==> src/rtl/pf_seq_pkg.sv <==
package pf_seq_pkg;
  typedef enum logic [1:0] {
    STOP_DONE   = 2'd0,
    STOP_MASTER = 2'd1,
    STOP_RANGE  = 2'd2,
    STOP_PAGE   = 2'd3
  } stop_code_e;

  localparam logic [63:0] TOP40_BOUND = 64'h0000_00FD_0000_0000;
  localparam logic [63:0] VGA_BOUND   = 64'h0000_0000_000A_0000;
endpackage

==> src/rtl/pf_cross_det.sv <==
module pf_cross_det #(
  parameter int ADDR_W = 64
) (
  input  logic              en_i,
  input  logic [ADDR_W-1:0] bound_i,
  input  logic [ADDR_W-1:0] cur_i,
  input  logic [ADDR_W-1:0] nxt_i,
  output logic              hit_o
);
  // step from below the bound to at-or-above it
  assign hit_o = en_i && (cur_i < bound_i) && (nxt_i >= bound_i);
endmodule

==> src/rtl/pf_bound_chk.sv <==
module pf_bound_chk
  import pf_seq_pkg::*;
#(
  parameter int ADDR_W     = 64,
  parameter int LINE_BYTES = 64,
  parameter int PAGE_BYTES = 4096
) (
  input  logic [ADDR_W-1:0] cur_i,
  input  logic              np_en_i,
  input  logic [ADDR_W-1:0] np_base_i,
  input  logic              pf_en_i,
  input  logic [ADDR_W-1:0] pf_base_i,
  input  logic              vga_en_i,
  input  logic              page_stop_i,
  output logic [ADDR_W-1:0] nxt_o,
  output logic              range_hit_o,
  output logic              page_hit_o
);
  localparam int PAGE_W  = $clog2(PAGE_BYTES);
  localparam int NUM_BND = 4;

  logic [ADDR_W:0]   sum;
  logic              wrap;
  logic [ADDR_W-1:0] bnd [NUM_BND];
  logic [NUM_BND-1:0] bnd_en;
  logic [NUM_BND-1:0] bnd_hit;

  assign sum   = {1'b0, cur_i} + (ADDR_W+1)'(LINE_BYTES);
  assign wrap  = sum[ADDR_W];
  assign nxt_o = sum[ADDR_W-1:0];

  assign bnd[0] = ADDR_W'(TOP40_BOUND);
  assign bnd[1] = np_base_i;
  assign bnd[2] = pf_base_i;
  assign bnd[3] = ADDR_W'(VGA_BOUND);
  assign bnd_en = {vga_en_i, pf_en_i, np_en_i, 1'b1};

  for (genvar g = 0; g < NUM_BND; g++) begin : g_bnd
    pf_cross_det #(.ADDR_W(ADDR_W)) u_det (
      .en_i   (bnd_en[g]),
      .bound_i(bnd[g]),
      .cur_i  (cur_i),
      .nxt_i  (nxt_o),
      .hit_o  (bnd_hit[g])
    );
  end

  assign range_hit_o = wrap || (|bnd_hit);
  assign page_hit_o  = page_stop_i && (nxt_o[PAGE_W-1:0] == '0);
endmodule

==> src/rtl/pf_addr_ctr.sv <==
module pf_addr_ctr #(
  parameter int ADDR_W     = 64,
  parameter int LINE_BYTES = 64,
  parameter int LEN_W      = 8
) (
  input  logic              clk_i,
  input  logic              rst_ni,
  input  logic              load_i,
  input  logic [ADDR_W-1:0] load_addr_i,
  input  logic [LEN_W-1:0]  load_len_i,
  input  logic              step_i,
  input  logic [ADDR_W-1:0] nxt_i,
  output logic [ADDR_W-1:0] addr_o,
  output logic              last_o
);
  localparam int OFF_W = $clog2(LINE_BYTES);

  logic [ADDR_W-1:0] addr_q;
  logic [LEN_W-1:0]  left_q;

  always_ff @(posedge clk_i or negedge rst_ni) begin
    if (!rst_ni) begin
      addr_q <= '0;
      left_q <= '0;
    end else if (load_i) begin
      addr_q <= {load_addr_i[ADDR_W-1:OFF_W], {OFF_W{1'b0}}};
      left_q <= load_len_i;
    end else if (step_i) begin
      addr_q <= nxt_i;
      left_q <= left_q - LEN_W'(1);
    end
  end

  assign addr_o = addr_q;
  assign last_o = (left_q <= LEN_W'(1));
endmodule

==> src/rtl/pf_seq_ctrl.sv <==
module pf_seq_ctrl
  import pf_seq_pkg::*;
(
  input  logic       clk_i,
  input  logic       rst_ni,
  input  logic       start_i,
  input  logic       stop_i,
  input  logic       fire_i,
  input  logic       last_i,
  input  logic       range_hit_i,
  input  logic       page_hit_i,
  output logic       busy_o,
  output logic       load_o,
  output logic       step_o,
  output logic       done_o,
  output stop_code_e code_o
);
  logic       busy_q, done_q, finish;
  stop_code_e code_q, code_d;

  always_comb begin
    load_o = start_i && !busy_q;
    step_o = 1'b0;
    finish = 1'b0;
    code_d = code_q;
    if (load_o) begin
      code_d = STOP_DONE;
    end else if (busy_q) begin
      if (stop_i) begin
        finish = 1'b1;
        code_d = STOP_MASTER;
      end else if (fire_i) begin
        // priority: count done, then range, then page
        if (last_i) begin
          finish = 1'b1;
          code_d = STOP_DONE;
        end else if (range_hit_i) begin
          finish = 1'b1;
          code_d = STOP_RANGE;
        end else if (page_hit_i) begin
          finish = 1'b1;
          code_d = STOP_PAGE;
        end else begin
          step_o = 1'b1;
        end
      end
    end
  end

  always_ff @(posedge clk_i or negedge rst_ni) begin
    if (!rst_ni) begin
      busy_q <= 1'b0;
      done_q <= 1'b0;
      code_q <= STOP_DONE;
    end else begin
      busy_q <= load_o || (busy_q && !finish);
      done_q <= finish;
      code_q <= code_d;
    end
  end

  assign busy_o = busy_q;
  assign done_o = done_q;
  assign code_o = code_q;
endmodule

==> src/rtl/pf_line_seq.sv <==
module pf_line_seq
  import pf_seq_pkg::*;
#(
  parameter int ADDR_W     = 64,
  parameter int LINE_BYTES = 64,
  parameter int LEN_W      = 8,
  parameter int PAGE_BYTES = 4096
) (
  input  logic              clk_i,
  input  logic              rst_ni,
  input  logic              start_i,
  input  logic [ADDR_W-1:0] start_addr_i,
  input  logic [LEN_W-1:0]  burst_lines_i,
  input  logic              stop_i,
  output logic              line_valid_o,
  output logic [ADDR_W-1:0] line_addr_o,
  input  logic              line_ready_i,
  input  logic              np_en_i,
  input  logic [ADDR_W-1:0] np_base_i,
  input  logic              pf_en_i,
  input  logic [ADDR_W-1:0] pf_base_i,
  input  logic              vga_en_i,
  input  logic              page_stop_i,
  output logic              busy_o,
  output logic              done_o,
  output logic [1:0]        stop_code_o
);
  logic              busy, load, step, last, range_hit, page_hit, fire;
  logic [ADDR_W-1:0] cur_addr, nxt_addr;
  stop_code_e        code;

  assign fire = busy && line_ready_i;

  pf_addr_ctr #(.ADDR_W(ADDR_W), .LINE_BYTES(LINE_BYTES), .LEN_W(LEN_W)) u_ctr (
    .clk_i      (clk_i),
    .rst_ni     (rst_ni),
    .load_i     (load),
    .load_addr_i(start_addr_i),
    .load_len_i (burst_lines_i),
    .step_i     (step),
    .nxt_i      (nxt_addr),
    .addr_o     (cur_addr),
    .last_o     (last)
  );

  pf_bound_chk #(.ADDR_W(ADDR_W), .LINE_BYTES(LINE_BYTES), .PAGE_BYTES(PAGE_BYTES)) u_bnd (
    .cur_i      (cur_addr),
    .np_en_i    (np_en_i),
    .np_base_i  (np_base_i),
    .pf_en_i    (pf_en_i),
    .pf_base_i  (pf_base_i),
    .vga_en_i   (vga_en_i),
    .page_stop_i(page_stop_i),
    .nxt_o      (nxt_addr),
    .range_hit_o(range_hit),
    .page_hit_o (page_hit)
  );

  pf_seq_ctrl u_ctrl (
    .clk_i      (clk_i),
    .rst_ni     (rst_ni),
    .start_i    (start_i),
    .stop_i     (stop_i),
    .fire_i     (fire),
    .last_i     (last),
    .range_hit_i(range_hit),
    .page_hit_i (page_hit),
    .busy_o     (busy),
    .load_o     (load),
    .step_o     (step),
    .done_o     (done_o),
    .code_o     (code)
  );

  assign busy_o       = busy;
  assign line_valid_o = busy;
  assign line_addr_o  = cur_addr;
  assign stop_code_o  = code;
endmodule

==> config.mk <==
export PLATFORM = sky130hd
export DESIGN_NAME = pf_line_seq
export DESIGN_NICKNAME = d
export VERILOG_FILES = /design/src/rtl/pf_seq_pkg.sv /design/src/rtl/pf_cross_det.sv /design/src/rtl/pf_bound_chk.sv /design/src/rtl/pf_addr_ctr.sv /design/src/rtl/pf_seq_ctrl.sv /design/src/rtl/pf_line_seq.sv
export SDC_FILE = /design/constraint.sdc
export NUM_CORES = 1
export LEC_CHECK = 0
export BUFFER_PORTS_ARGS = -buffer_cell sky130_fd_sc_hd__buf_2
export CORE_MARGIN = 5
export CORE_UTILIZATION = 55
export CTS_BUF_LIST = sky130_fd_sc_hd__clkbuf_4
export DETAILED_ROUTE_END_ITERATION = 8
export GPL_TIMING_DRIVEN = 1
export MAX_ROUTING_LAYER = met4
export PLACE_DENSITY = 0.8
export SETUP_SLACK_MARGIN = 0.02
export SYNTH_ARGS = -nofsm -noshare
export SYNTH_HDL_FRONTEND = slang
export SYNTH_SLANG_ARGS = --single-unit
==> constraint.sdc <==
create_clock -name clk_i -period 7.2 [get_ports clk_i]
set_input_delay 2.16 -clock clk_i [delete_from_list [all_inputs] [get_ports clk_i]]
set_output_delay 2.16 -clock clk_i [all_outputs]
set_load 0.02 [all_outputs]
* Word-level counts from Yosys, hierarchy flattened *
Index checks and enable logic that the tools add are counted.

word-level totals
  flip-flop bits (word level) = 76
  bits in latches = 0
  memory bits (writable) = 0
  bits in read-only memories = 0
  input bits = 209
  output and inout bits = 69
  memories kept = 0

cells by class
  $add $sub $neg = 2
  multiply operators = 0
  div/mod/pow operators = 0
  order comparisons = 9
  equal/unequal tests = 0
  shift operators = 0
  muxes and demuxes = 25
  bitwise logic cells = 0
  reductions and logical operators = 22

operator list
  operator               count
  $ge 64x64->1           2
  $lt 64x64->1           2
  $mux 64                2
  $add 64x7->65 const B  1
  $ge 64x20->1 const B   1
  $ge 64x40->1 const B   1
  $lt 64x20->1 const B   1
  $lt 64x40->1 const B   1
  $mux 8                 2
  $mux 1                 14
  $mux 2                 7
  $logic_not 12->1       1
  $logic_and 1x1->1      11
  $le 8x1->1 const B     1
  $sub 8x1->8 const B    1
  $reduce_bool 5->1      1
  $reduce_bool 2->1      2
  $reduce_or 4->1        1
  $reduce_and 3->1       1
  $reduce_bool 3->1      1
  $logic_not 1->1        2
  $logic_or 1x1->1       2

* Longest topological paths before layout *
  word-level depth = 14
  gate-level depth with buffers = 26
  depth with buffers taken out = 21

* By module *
Synthesis repeated with hierarchy kept, for this count alone.

second synthesis, totals
  cells, all modules = 2098
  area total of the unflattened synthesis = 16708.5 µm²

modules (own cells, without submodules)
  module                                    instances  cells an instance  area each (µm²)  seq. area each (µm²)
  pf_cross_det at u_bnd.g_bnd[0].u_det ...  3          388                2951.6           0.0
  pf_addr_ctr                               1          323                3315.7           1801.7
  pf_cross_det at u_bnd.g_bnd[2].u_det      1          381                2952.8           0.0
  pf_bound_chk                              1          206                1366.3           0.0
  pf_seq_ctrl                               1          22                 205.2            100.1
  pf_line_seq                               1          2                  13.8             0.0

* Worst setup path after synthesis *
OpenSTA, ideal clock, no wires.

  kind = register -> register
  start point = register u_ctr.addr_q[7], in the netlist u_ctr.addr_o[7]
  end point = register u_ctr.addr_q[36], in the netlist u_ctr.addr_o[36]
  library setup time = 0.131 ns
  arrival time = 5.364 ns
  required time = 7.069 ns
  setup slack = 1.705 ns
  cell stages (with the launch flop) = 23
  path through = dfrtp_1 ha_1 nand3_4 or4_4 or3_4 nor2b_1 nand3_1 nor2_1 xor2_1 ha_1 a21o_1 a21o_1 a211o_1 nor3_1 o2111ai_1 and3b_1 buf_6 or4_4 buf_6 buf_6 buf_6 o311ai_1 nand3_1

between the ends
  cells in the longest elaborated chain, start to end = 12

ends and longest elaborated chain
  item                                         line                source
  from (decl)                                  pf_addr_ctr.sv:18   logic [ADDR_W-1:0] addr_q;
  from (signal assigned)                       pf_addr_ctr.sv:26   addr_q <= {load_addr_i[ADDR_W-1:OFF_W], {OFF_W{1'b0}}};
  from (signal assigned)                       pf_addr_ctr.sv:29   addr_q <= nxt_i;
  $add 64x7->65, or another cell as far along  pf_bound_chk.sv:28  assign sum = {1'b0, cur_i} + (ADDR_W+1)'(LINE_BYTES);
  $ge 64x20->1, or another cell as far along   pf_cross_det.sv:11  assign hit_o = en_i && (cur_i < bound_i) && (nxt_i >= bound_i);
  $logic_and 1x1->1                            pf_cross_det.sv:11
  $reduce_or 4->1                              pf_bound_chk.sv:48  assign range_hit_o = wrap || (|bnd_hit);
  $logic_or 1x1->1                             pf_bound_chk.sv:48
  $mux 1                                       pf_seq_ctrl.sv:37   end else if (range_hit_i) begin
  $mux 1                                       pf_seq_ctrl.sv:34   if (last_i) begin
  $mux 1                                       pf_seq_ctrl.sv:32   end else if (fire_i) begin
  $mux 1                                       pf_seq_ctrl.sv:29   if (stop_i) begin
  $mux 1                                       pf_seq_ctrl.sv:28   end else if (busy_q) begin
  $mux 1                                       pf_seq_ctrl.sv:26   if (load_o) begin
  $reduce_bool 2->1 (no source line)           n/a

Parallel ways exist; a longest one is shown, timed or not. The select of a mux whose other input is x is not followed.
A chain may end at the register's enable or synchronous reset.

* Final worst setup path *
  start point = register u_ctr.addr_q[7], in the netlist u_ctr.addr_o[7]
  end point = register u_ctr.addr_q[23], in the netlist u_ctr.addr_o[23]

Same word-level chain as after synthesis.

==> run_results.csv <==
group,metric,value,unit
synthesis,async_reset_ff_share,100,%
die,rows,51,
worst_hold_path,hp-start,"u_ctrl.code_o[1]",
sta,max-slew-margin-rel,35.6,%
placed_design,dp_cells,1886,
worst_setup_path,critPathMaxFanout,27,
die,die_x,152,um
die,start_util,56.2,%
synthesis,ys_ff_latch,70,
die,die_area,23000,um2
power_and_ir_drop,ir_drop,0.000204,V
sta,tightestPinTransition,967,ps
synthesis,yosys_warnings,0,
placed_design,place.port_buffers,265,
synthesis,yosysUniqueCellTypes,79,
die,coreArea,19600,um2
clock_network,root_buffer,"clkbuf_4",
sta,setup-violations-final,0,
grt,grt_pass1_wl,57700,um
worst_setup_path,ff2ff_path_depth,19,
worst_hold_path,hp-class,"reg -> reg",
worst_setup_path,start_kind,"register",
route,wl_per_cell,19.5,um
synthesis,ys_seq_area_share,15.9,%
power_and_ir_drop,comb_power_share,70.2,%
power_and_ir_drop,p_int,1.90,mW
worst_setup_path,end_kind,"register",
sta,finalCritPeriodShare,93.9,%
worst_setup_path,required,7580,ps
cells_and_area,drive_above_1_share,21.0,%
clock_network,cts_tree,"yes",
synthesis,netlist_instances,1380,
die,io_pins,278,
power_and_ir_drop,pwr-share-clk,6.5,%
clock_network,post_cts_buffers,0,
power_and_ir_drop,switchingPower,2.30,mW
clock_network,post_cts_resized,0,
placed_design,routabilityCongestion,1.04,
placed_design,hpwl,30400,um
synthesis,synth_edf_count,0,
grt,track_usage,32.6,%
grt,grt_pass1_vias,11200,
route,firstDrtPassIters,5,
sta,clock_skew,19.7,ps
clock_network,path_clk_slew,130,ps
route,num_vias,11900,
grt,antenna_found_initial,2,
sta,finalHoldViolCount,0,
worst_hold_path,hold_end,"u_ctrl.code_o[1]",
grt,grt_max_degree,71,
clock_network,clk_latency,470,ps
sta,rsz0062_at_grt,"no",
cells_and_area,layout_commonest_cell,"buf_2",
clock_network,holdBufCountCts,0,
outcome,status,"finished clean",
clock_network,htree_levels,3,
worst_hold_path,hold_path_depth,1,
worst_setup_path,critPathArrivalTime,7140,ps
route,drt_iter0_drc,1189,
cells_and_area,instances_no_fill,1903,
route,vias_per_cell,6.23,
power_and_ir_drop,power.leakage,6.54,nW
power_and_ir_drop,p_per_area,329,nW/um2
route,ant_nets,0,
grt,grt-ovfl-total,0,
synthesis,syn-cell-area,11000,um2
die,die_h,152,um
synthesis,ys_dominant_reg_cell,"dfrtp_1",
sta,fmax,148,MHz
clock_network,cts_made_buffers,9,
power_and_ir_drop,p_sw_share,54.7,%
worst_setup_path,worstReg2RegStart,"u_ctr.addr_o[7]",
sta,maxSlewViolCount,0,
power_and_ir_drop,seq_power_share,23.3,%
cells_and_area,nNetsFinal,2070,
sta,fin_tns_setup,0,ps
route,route.detailed.drc,0,
cells_and_area,areaGrowthSynthToFinish,16.2,%
flow_run,max_cap_viol_count,0,
worst_setup_path,rrSetupSlack,440,ps
synthesis,synth_area_per_cell,7.98,um2
clock_network,clock_path_buffers,2,
worst_setup_path,crit_type,"reg -> reg",
route,finalWirelength,37000,um
sta,period_minus_slack,6760,ps
cells_and_area,final_cell_mix,"buf_2 (264), ha_1 (229), inv_1 (134)",
clock_network,cts.sinks,70,
worst_setup_path,rr_endpoint,"u_ctr.addr_o[23]",
-- worst max-delay path: stages (launching register included) --
cell and delay (ps):
dfrtp_1 560, ha_1 390, nand3_4 180, or4_4 630, or3_4 440, nor2b_1 340
nand3_1 240, nor2_1 180, xor2_1 330, ha_1 320, a21o_1 180, a21o_1 230
a211o_1 290, nor3_1 310, o2111ai_1 150, and3b_1 320, or4_4 750, buf_12 230
or4_1 400, a31oi_1 190
-- cell families (layout without fill, tap and decap cells) --
| kind of cell | Yosys count | in the layout | synth area share [%] |
|---|---|---|---|
| AND/OR/NAND/NOR | 497 | 497 | 24.5 |
| buffers and inverters | 197 | 449 | 7.54 |
| adder cells (fa/ha/maj) | 230 | 230 | 26.1 |
| multiplexers | 3 | 3 | 0.284 |
| AO/OA/AOI/OAI | 320 | 320 | 20.4 |
| other | 1 | 7 | 0.0340 |
| flip-flops | 70 | 70 | 15.9 |
| XOR/XNOR | 62 | 62 | 5.18 |
-- cells in the mapped netlist (7+ instances only) --
| master | instances | area share (%) |
|---|---|---|
| a211oi_1 | 17 | 1.2 |
| buf_2 | 11 | 0.50 |
| a31oi_1 | 12 | 0.68 |
| o211ai_1 | 25 | 1.7 |
| nand4_1 | 62 | 3.5 |
| or2_2 | 9 | 0.51 |
| buf_4 | 8 | 0.55 |
| o21ai_0 | 47 | 2.1 |
| nor3_1 | 30 | 1.4 |
| o2111ai_1 | 8 | 0.64 |
| nor4_1 | 20 | 1.1 |
| and2_1 | 10 | 0.57 |
| and3_1 | 28 | 1.6 |
| a21oi_1 | 73 | 3.3 |
| a211o_1 | 8 | 0.64 |
| nand2_1 | 106 | 3.6 |
| clkbuf_1 | 35 | 1.2 |
| xor2_1 | 22 | 1.7 |
| inv_1 | 134 | 4.6 |
| nor4b_1 | 7 | 0.56 |
| nor3b_1 | 7 | 0.48 |
| dfrtp_1 | 70 | 16 |
| o31ai_1 | 8 | 0.55 |
| o311ai_1 | 21 | 1.7 |
| and4_1 | 14 | 1.1 |
| a221o_1 | 24 | 2.2 |
| nand3_1 | 58 | 2.6 |
| ha_1 | 229 | 26 |
| nor2b_1 | 24 | 1.4 |
| nor2_1 | 74 | 2.5 |
| xnor2_1 | 38 | 3.0 |
| or3_1 | 16 | 0.91 |
| a21o_1 | 35 | 2.4 |
-- flip-flops by register name, summed over array words and instances (netlist names) --
register       flops
u_ctr.addr_o      58
u_ctr.left_q       8
u_ctrl.busy_o      1
u_ctrl.code_o      2
u_ctrl.done_o      1
-- power groups by stage --
stage                     clock network (mW)  registers [mW]  logic (mW)
final                                  0.273           0.980        2.95
after global placement                     0           0.963        2.77
after detailed placement                   0           0.970        2.89
after CTS                              0.279           0.962        2.91
after floorplan                            0            1.01        1.90
after global routing                   0.293            1.02        3.29
-- metal layers --
layer | wire length, um | track usage (%) | part of all wire (%) | up-vias
met1 | 15700 | 44.0 | 42 | 5498
met2 | 16600 | 50.7 | 45 | 599
met3 | 3420 | 4.40 | 9.2 | 94
li1 | - | - | - | 5672
met4 | 1280 | 10.6 | 3.5 | 0
met5 | 0 | - | 0 | -
-- how the worst max path moves through the flow --
stage / slack, ps / endpoint / from / cells after the start
after global placement: 770 / u_ctr.addr_o[27] / u_ctr.addr_o[7] / 21
after CTS: 530 / u_ctr.addr_o[23] / u_ctr.addr_o[7] / 19
after floorplan: 1700 / u_ctr.addr_o[36] / u_ctr.addr_o[7] / 22
after global routing: 120 / u_ctr.addr_o[27] / u_ctr.addr_o[7] / 22
after detailed placement: 620 / u_ctr.addr_o[23] / u_ctr.addr_o[7] / 19
final: 440 / u_ctr.addr_o[23] / u_ctr.addr_o[7] / 19
-- stage by stage --
| stage | hold slack, ps | utilization [%] | total power [mW] | cell area (um2) | worst slack [ps] |
|---|---|---|---|---|---|
| after floorplan | 537 | - | 2.92 | 11000 | 1700 |
| after global placement | 493 | 64.6 | 3.73 | 12700 | 772 |
| after detailed placement | 499 | 64.6 | 3.86 | 12700 | 622 |
| after CTS | 531 | 65.3 | 4.15 | 12800 | 535 |
| after global routing | 570 | 65.4 | 4.60 | 12800 | 118 |
| final | 530 | 65.4 | 4.21 | 12800 | 438 |
-- cell type report --
cell class	instances	area [um2]
diodes	1	2.50
well taps	265	332
clock buffers	10	75.1
inverters	134	503
fillers	1753	6790
multi-input cells	1118	8470
clock inverters	6	62.6
repair buffers	299	1610
flip-flops and latches	70	1750
No activity file was read; power rests on OpenSTA's default activity.
